==> src/rtl/rtx_pkg.sv <==
package rtx_pkg;

    // Strobes after qualification, fanned out to the pointer logic and the flags
    typedef struct packed {
        logic wr;
        logic pop;
        logic save;
        logic reload;
        logic clr;
        logic dreq_clr;
    } rtx_acc_t;

    typedef enum logic {
        RL_IDLE = 1'b0,
        RL_BUSY = 1'b1
    } rtx_rl_e;

    function automatic logic is_pow2(input int unsigned v);
        return (v != 0) && ((v & (v - 1)) == 0);
    endfunction

endpackage

==> src/rtl/rtx_store.sv <==
module rtx_store #(
    parameter int unsigned DATA_W = 8,
    parameter int unsigned DEPTH  = 16,
    localparam int unsigned IDX_W = $clog2(DEPTH)
) (
    input  logic              clk,
    input  logic              wr_en,
    input  logic [IDX_W-1:0]  wr_idx,
    input  logic [DATA_W-1:0] wr_data,
    input  logic [IDX_W-1:0]  rd_idx,
    output logic [DATA_W-1:0] rd_data
);

    logic [DATA_W-1:0] mem [DEPTH];

    always_ff @(posedge clk) begin
        if (wr_en) begin
            mem[wr_idx] <= wr_data;
        end
    end

    assign rd_data = mem[rd_idx];

endmodule

==> src/rtl/rtx_ptr_ctrl.sv <==
module rtx_ptr_ctrl
    import rtx_pkg::*;
#(
    parameter int unsigned DEPTH = 16,
    localparam int unsigned P_W  = $clog2(DEPTH) + 1
) (
    input  logic           clk,
    input  logic           rst,
    input  rtx_acc_t       acc,
    input  logic           lost_det_en,
    output logic [P_W-1:0] wr_ptr,
    output logic [P_W-1:0] rd_ptr,
    output logic [P_W-1:0] saved_ptr,
    output logic [P_W-1:0] cnt_nxt,
    output logic           reloading,
    output logic           lost
);

    logic [P_W-1:0] wr_q, rd_q, sv_q;
    logic [P_W-1:0] wr_n, rd_n, sv_n;
    rtx_rl_e        rl_q, rl_n;
    logic           lost_q, lost_n;
    logic           lost_hit;

    // The slot about to be written is the marked slot once the writer is a full ring ahead
    assign lost_hit = acc.wr && lost_det_en && ((wr_q - sv_q) == P_W'(DEPTH));

    always_comb begin
        wr_n   = wr_q;
        rd_n   = rd_q;
        sv_n   = sv_q;
        rl_n   = RL_IDLE;
        lost_n = lost_q;
        if (acc.clr) begin
            wr_n   = '0;
            rd_n   = '0;
            sv_n   = '0;
            lost_n = 1'b0;
        end else begin
            if (acc.wr) begin
                wr_n = wr_q + P_W'(1);
            end
            if (rl_q == RL_BUSY) begin
                rd_n = sv_q;
            end else if (acc.pop) begin
                rd_n = rd_q + P_W'(1);
            end
            if (acc.save) begin
                sv_n   = rd_q;
                lost_n = 1'b0;
            end else if (lost_hit) begin
                lost_n = 1'b1;
            end
            if (acc.reload) begin
                rl_n = RL_BUSY;
            end
        end
    end

    always_ff @(posedge clk) begin
        if (rst) begin
            wr_q   <= '0;
            rd_q   <= '0;
            sv_q   <= '0;
            rl_q   <= RL_IDLE;
            lost_q <= 1'b0;
        end else begin
            wr_q   <= wr_n;
            rd_q   <= rd_n;
            sv_q   <= sv_n;
            rl_q   <= rl_n;
            lost_q <= lost_n;
        end
    end

    assign wr_ptr    = wr_q;
    assign rd_ptr    = rd_q;
    assign saved_ptr = sv_q;
    assign cnt_nxt   = wr_n - rd_n;
    assign reloading = (rl_q == RL_BUSY);
    assign lost      = lost_q;

    AST_RELOAD_LANDS: assert property (@(posedge clk) disable iff (rst)
        (rl_q == RL_BUSY) && !acc.clr |=> (rd_q == $past(sv_q)) && (rl_q == RL_IDLE));

    AST_LOST_DROPS: assert property (@(posedge clk) disable iff (rst)
        acc.clr |=> !lost_q);

endmodule

==> src/rtl/rtx_flags.sv <==
module rtx_flags
    import rtx_pkg::*;
#(
    parameter int unsigned DEPTH = 16,
    localparam int unsigned P_W  = $clog2(DEPTH) + 1
) (
    input  logic           clk,
    input  logic           rst,
    input  rtx_acc_t       acc,
    input  logic [P_W-1:0] count,
    input  logic [P_W-1:0] cnt_nxt,
    input  logic           dreq_ie,
    output logic           dreq,
    output logic           dreq_irq
);

    logic dreq_q;

    always_ff @(posedge clk) begin
        if (rst || acc.clr) begin
            dreq_q <= 1'b1;
        end else if (cnt_nxt == '0) begin
            dreq_q <= 1'b1;
        end else if (cnt_nxt == P_W'(DEPTH)) begin
            dreq_q <= 1'b0;
        end else if (acc.dreq_clr && (count != '0)) begin
            dreq_q <= 1'b0;
        end
    end

    assign dreq     = dreq_q;
    assign dreq_irq = dreq_q && dreq_ie;

    AST_EMPTY_REQUESTS: assert property (@(posedge clk) disable iff (rst)
        (count == '0) |-> dreq_q);

endmodule

==> src/rtl/rtx_fifo.sv <==
module rtx_fifo
    import rtx_pkg::*;
#(
    parameter int unsigned DATA_W = 8,
    parameter int unsigned DEPTH  = 16,
    localparam int unsigned IDX_W = $clog2(DEPTH),
    localparam int unsigned P_W   = IDX_W + 1
) (
    input  logic              clk,
    input  logic              rst,
    input  logic              wr_valid,
    input  logic [DATA_W-1:0] wr_data,
    input  logic              pop_take,
    output logic              pop_valid,
    output logic [DATA_W-1:0] pop_data,
    input  logic              fifo_en,
    input  logic              tx_en,
    input  logic              tx_busy,
    input  logic              clr,
    input  logic              save,
    input  logic              reload,
    input  logic              dreq_clr,
    input  logic              lost_det_en,
    input  logic              dreq_ie,
    output logic [P_W-1:0]    count,
    output logic              dreq,
    output logic              dreq_irq,
    output logic              lost,
    output logic              reloading
);

    logic [P_W-1:0] wr_ptr, rd_ptr, saved_ptr, cnt_nxt;
    logic           full, empty;
    rtx_acc_t       acc;

    assign count = wr_ptr - rd_ptr;
    assign full  = (count == P_W'(DEPTH));
    assign empty = (count == '0);

    assign pop_valid = fifo_en && tx_en && !empty && !reloading;

    always_comb begin
        acc          = '0;
        acc.clr      = clr;
        acc.wr       = wr_valid && !clr && !reloading && !full;
        acc.pop      = pop_valid && pop_take && !clr;
        acc.save     = save && !clr && !reloading && empty;
        acc.reload   = reload && !clr && !reloading && !fifo_en && !tx_busy && !lost;
        acc.dreq_clr = dreq_clr && !clr && !reloading;
    end

    rtx_ptr_ctrl #(.DEPTH(DEPTH)) u_ptr (
        .clk         (clk),
        .rst         (rst),
        .acc         (acc),
        .lost_det_en (lost_det_en),
        .wr_ptr      (wr_ptr),
        .rd_ptr      (rd_ptr),
        .saved_ptr   (saved_ptr),
        .cnt_nxt     (cnt_nxt),
        .reloading   (reloading),
        .lost        (lost)
    );

    rtx_store #(.DATA_W(DATA_W), .DEPTH(DEPTH)) u_store (
        .clk     (clk),
        .wr_en   (acc.wr),
        .wr_idx  (wr_ptr[IDX_W-1:0]),
        .wr_data (wr_data),
        .rd_idx  (rd_ptr[IDX_W-1:0]),
        .rd_data (pop_data)
    );

    rtx_flags #(.DEPTH(DEPTH)) u_flags (
        .clk      (clk),
        .rst      (rst),
        .acc      (acc),
        .count    (count),
        .cnt_nxt  (cnt_nxt),
        .dreq_ie  (dreq_ie),
        .dreq     (dreq),
        .dreq_irq (dreq_irq)
    );

    initial begin
        assert (is_pow2(DEPTH)) else $error("DEPTH must be a power of two");
    end

    AST_MARK_ONLY_EMPTY: assert property (@(posedge clk) disable iff (rst)
        save && !clr && !empty |=> $stable(saved_ptr));

    AST_NO_WRITE_IN_REWIND: assert property (@(posedge clk) disable iff (rst)
        reloading && !clr |=> $stable(wr_ptr));

    AST_REWIND_REFUSED: assert property (@(posedge clk) disable iff (rst)
        reload && (fifo_en || tx_busy) && !reloading |=> !reloading);

    AST_LOST_BLOCKS_REWIND: assert property (@(posedge clk) disable iff (rst)
        reload && lost && !reloading |=> !reloading);

    AST_FULL_DROPS: assert property (@(posedge clk) disable iff (rst)
        full && wr_valid && !pop_take && !clr |=> $stable(wr_ptr));

    AST_REWIND_ONE_CYCLE: assert property (@(posedge clk) disable iff (rst)
        $rose(reloading) |=> !reloading);

endmodule

==> config.mk <==
export PLATFORM = sky130hd
export DESIGN_NAME = rtx_fifo
export DESIGN_NICKNAME = d
export VERILOG_FILES = /design/src/rtl/rtx_pkg.sv /design/src/rtl/rtx_store.sv /design/src/rtl/rtx_ptr_ctrl.sv /design/src/rtl/rtx_flags.sv /design/src/rtl/rtx_fifo.sv
export SDC_FILE = /design/constraint.sdc
export NUM_CORES = 1
export LEC_CHECK = 0
export ABC_AREA = 1
export BUFFER_PORTS_ARGS = -buffer_cell sky130_fd_sc_hd__buf_2
export CELL_PAD_IN_SITES_DETAIL_PLACEMENT = 1
export CELL_PAD_IN_SITES_GLOBAL_PLACEMENT = 1
export CORE_ASPECT_RATIO = 0.6
export CORE_UTILIZATION = 44
export DETAILED_ROUTE_END_ITERATION = 8
export PLACE_DENSITY_LB_ADDON = 0.1
export RECOVER_POWER = 50
export SYNTH_ARGS = -nofsm -noshare
export SYNTH_HDL_FRONTEND = slang
export SYNTH_SLANG_ARGS = --single-unit
==> constraint.sdc <==
create_clock -name clk -period 3.67 [get_ports clk]
set_clock_uncertainty 0.15 [all_clocks]
set_input_delay 0.734 -clock clk [delete_from_list [all_inputs] [get_ports clk]]
set_output_delay 0.734 -clock clk [all_outputs]
set_load 0.005 [all_outputs]
==> summary.txt <==
Finish
  – Layout cells sized above 1: 21.81%
  – Final nets: 700
  – Most frequent cells in the layout: edfxtp_1 (128), nor2_1 (103), o21ai_0 (70)
  – Area Growth Syn to Fin: 19.41%
  – Antenna diode count: 0
  – FILL cells: 1466
  – Commonest non-fill, non-tap cell in the layout: edfxtp_1

GRT
  – Met1 GRT Util: 37.69%
  – GR Util All Layers: 25.04%
  – Grt total ovfl: 0
  – Global-route wire length before repair: 27.81 mm
  – Layer with the highest usage: met1
  – Initial antenna violation count: 0
  – Vias in the first global route: 4795
  – Met2 Use GR: 36.48%
  – Largest net degree at the start of global routing: 68
  – M3 GR Usage: 5.429%

Floorplan
  – Die H: 96.14 um
  – Core Rows: 33
  – Io pins: 39
  – Starting Density: 46.29%
  – DIE AREA: 15280 um2
  – Die Span X: 158.9 um
  – Core area: 14040 um2

Clock network
  – Clock Pin Slew Worst Setup and Hold Paths: 0.07 ns
  – H-tree depth: 4
  – CTS Buf Count: 17
  – Hold-fix buffers, CTS: 0
  – Worst-Skew Late Latency: 0.42 ns
  – Clock Tree Root: clkbuf_16
  – Clock Sinks: 146
  – CTS tree: yes
  – Maximum clock path buffer count: 2

Setup path
  – CP required: 3.83 ns
  – Crit path launch type: flip-flop
  – FF-to-FF Start: u_ptr.wr_ptr[0]
  – WP data arrival: 3.90 ns
  – Critical path capture point type: flip-flop
  – WS Path Type: reg2reg
  – Crit. Startpoint: u_ptr.wr_ptr[0]
  – Worst-path maximum fanout: 4

Synthesis
  – Post-Synth XOR/XNOR Area: 1.213%
  – Post-synthesis mux area share: 0%
  – Syn_nets: 623
  – Cells after Synth: 584
  – Post-synthesis cell type count: 38
  – Synth top area share: 59.15%
  – Mean Syn Cell Area: 11.13 um2
  – Synthesized area: 6499 um2
  – Post-synthesis compound-gate area fraction: 11.61%
  – Post-Synth Adder-Cell Area: 3.581%
  – Largest area contributor in the netlist: edfxtp_1
  – Post-synthesis simple-gate area fraction: 15.02%
  – Syn. warnings: 0
  – Largest cells by area after synthesis: edfxtp_1 (59%), nor2_1 (6.1%), dfxtp_1 (5.5%)
  – Main combinational cell family by area after synthesis: simple AND/OR/NAND/NOR gates
  – Seq/Total Area, Yosys: 64.69%
  – Number of synthesized register bits: 146

Routing
  – Vias: 4850
  – DR DRC count: 0
  – Antenna-violating nets left: 0
  – Routed WL: 18.38 mm
  – Via density: 5.600
  – DRT iter0 DRCs: 414
  – Wire per inst: 21.22 um
  – Pre-antenna DRT Iters: 5

Place
  – Place WS: -0.1169 ns
  – Routability Congestion: 0.8690
  – Count of buffers inserted at the top-level ports: 38
  – Post-DP HPWL: 12.66 mm

Status
  – Outcome: complete, but fails checks
  – Failing checks: setup timing

STA
  – Final hold violation count: 0
  – Pins Over Slew Limit: 0
  – Fin crit share: 102.0%
  – Setup violations, final: 1
  – Final setup TNS: -0.07163 ns
  – Slew headroom: 47.43%
  – Maximum clock rate: 267.3 MHz
  – Tmin final: 3.742 ns
  – Worst-Margin Slew: 0.7885 ns
  – Worst setup margin: -0.07163 ns
  – RSZ-0062 raised after global routing: true
  – Final Hold Slack: 0.3151 ns

Power
  – Maximum VDD drop: 0.0003057 V
  – Leak: 2.866 nW
  – PwrDens: 471.3 nW/um2

Hold path
  – Min-delay worst type: reg2reg
  – Hold_sp: u_ptr.lost

Run
  – Number of max-cap violations: 0
==> cell type report <==
type	count	area [um2]	share of cell area (%)
clock buffer	18	429.2	5.530
timing repair buffer	83	513.0	6.611
inverter	41	156.4	2.015
tap	192	240.2	3.096
clock inverter	14	122.6	1.580
sequential	146	4207	54.21
multi-input combinational	372	2092	26.96
==> flip-flops by register name (all words and copies together) (netlist names) <==
signal / flops
u_store.mem: 128
u_ptr.reloading: 1
u_ptr.wr_ptr: 5
u_flags.dreq: 1
u_ptr.rd_ptr: 5
u_ptr.saved_ptr: 5
u_ptr.lost: 1
==> kinds of logic after synthesis <==
family                   count (synthesis)
AND/OR/NAND/NOR                        218
AO/OA/AOI/OAI                          127
buffers and inverters                   66
XOR/XNOR                                 9
adder cells (fa/ha/maj)                 18
flip-flops                             146
==> synth_stat cells (all sizes together) <==
master / n
edfxtp: 128
xor2: 7
clkinv: 2
inv: 39
nor3: 4
o21ai: 73
a31oi: 1
o211ai: 6
or2: 1
nand4: 2
nand3b: 1
clkbuf: 23
fa: 1
nand3: 39
o21a: 1
o221ai: 13
dfxtp: 18
a211oi: 1
nand2: 58
nor4: 3
o21bai: 1
o22ai: 19
ha: 17
buf: 2
xnor2: 2
a41oi: 1
nor2: 110
a21oi: 11
==> worst max-delay path, cell delays in order, from the launching register on <==
cell and delay (ns):
dfxtp_2 0.33, inv_2 0.05, ha_4 0.16, fa_2 0.59
nand2_2 0.07, nor2_4 0.12, nand3_2 0.09, nor2_4 0.18
nor2_4 0.07, nand3_2 0.09, inv_2 0.07, a21oi_2 0.14
o21ai_2 0.07, o211ai_2 0.08, ha_1 0.27, inv_1 0.06
nor2_1 0.04, nor2_1 0.14, inv_1 0.08, a21oi_2 0.17
buf_4 0.14, nor2_2 0.03, nor2_2 0.15, nand3_1 0.14
nand3_2 0.10, nand2_1 0.04
==> routing by layer <==
layer / part of all wire (%) / up-vias
met2: 43 / 141
li1: - / 2251
met3: 7.6 / 17
met4: 0.81 / 0
met1: 49 / 2441
met5: 0 / -
==> final timing paths <==
check / to / slack [ns] / cells after the start
min: u_ptr.reloading / 0.32 / 1
max: u_flags.dreq / -0.07 / 25
min reg2reg: u_ptr.reloading / 0.32 / 1
max reg2reg: u_flags.dreq / -0.07 / 25
==> power breakdown <==
group / internal, mW / switching, mW
sequential: 1.82 / 0.00685
combinational: 0.0752 / 0.142
clock: 0.886 / 0.731
total: 2.78 / 0.880
==> repair_timing <==
| item | in CTS | in global routing |
|---|---|---|
| setup endpoints to repair | 1 | 2 |
| buffers inserted | 6 | 2 |
| resized for setup | 8 | 11 |
| pin swaps | 13 | 23 |
==> through the flow <==
| step | instances | power [mW] | instance area (um2) | utilization (%) |
|---|---|---|---|---|
| 3_5_place_dp | 826 | 2.059 | 7112 | 50.66 |
| 4_1_cts | 864 | 3.669 | 7731 | 55.07 |
| 6_report | 866 | 3.657 | 7760 | 55.28 |
| 2_1_floorplan | 584 | 1.961 | 6499 | - |
| 5_1_grt | 866 | 3.757 | 7760 | 55.28 |
| 3_3_place_gp | 826 | 2.051 | 7112 | 50.66 |
Power figures use the tool's default switching activity.
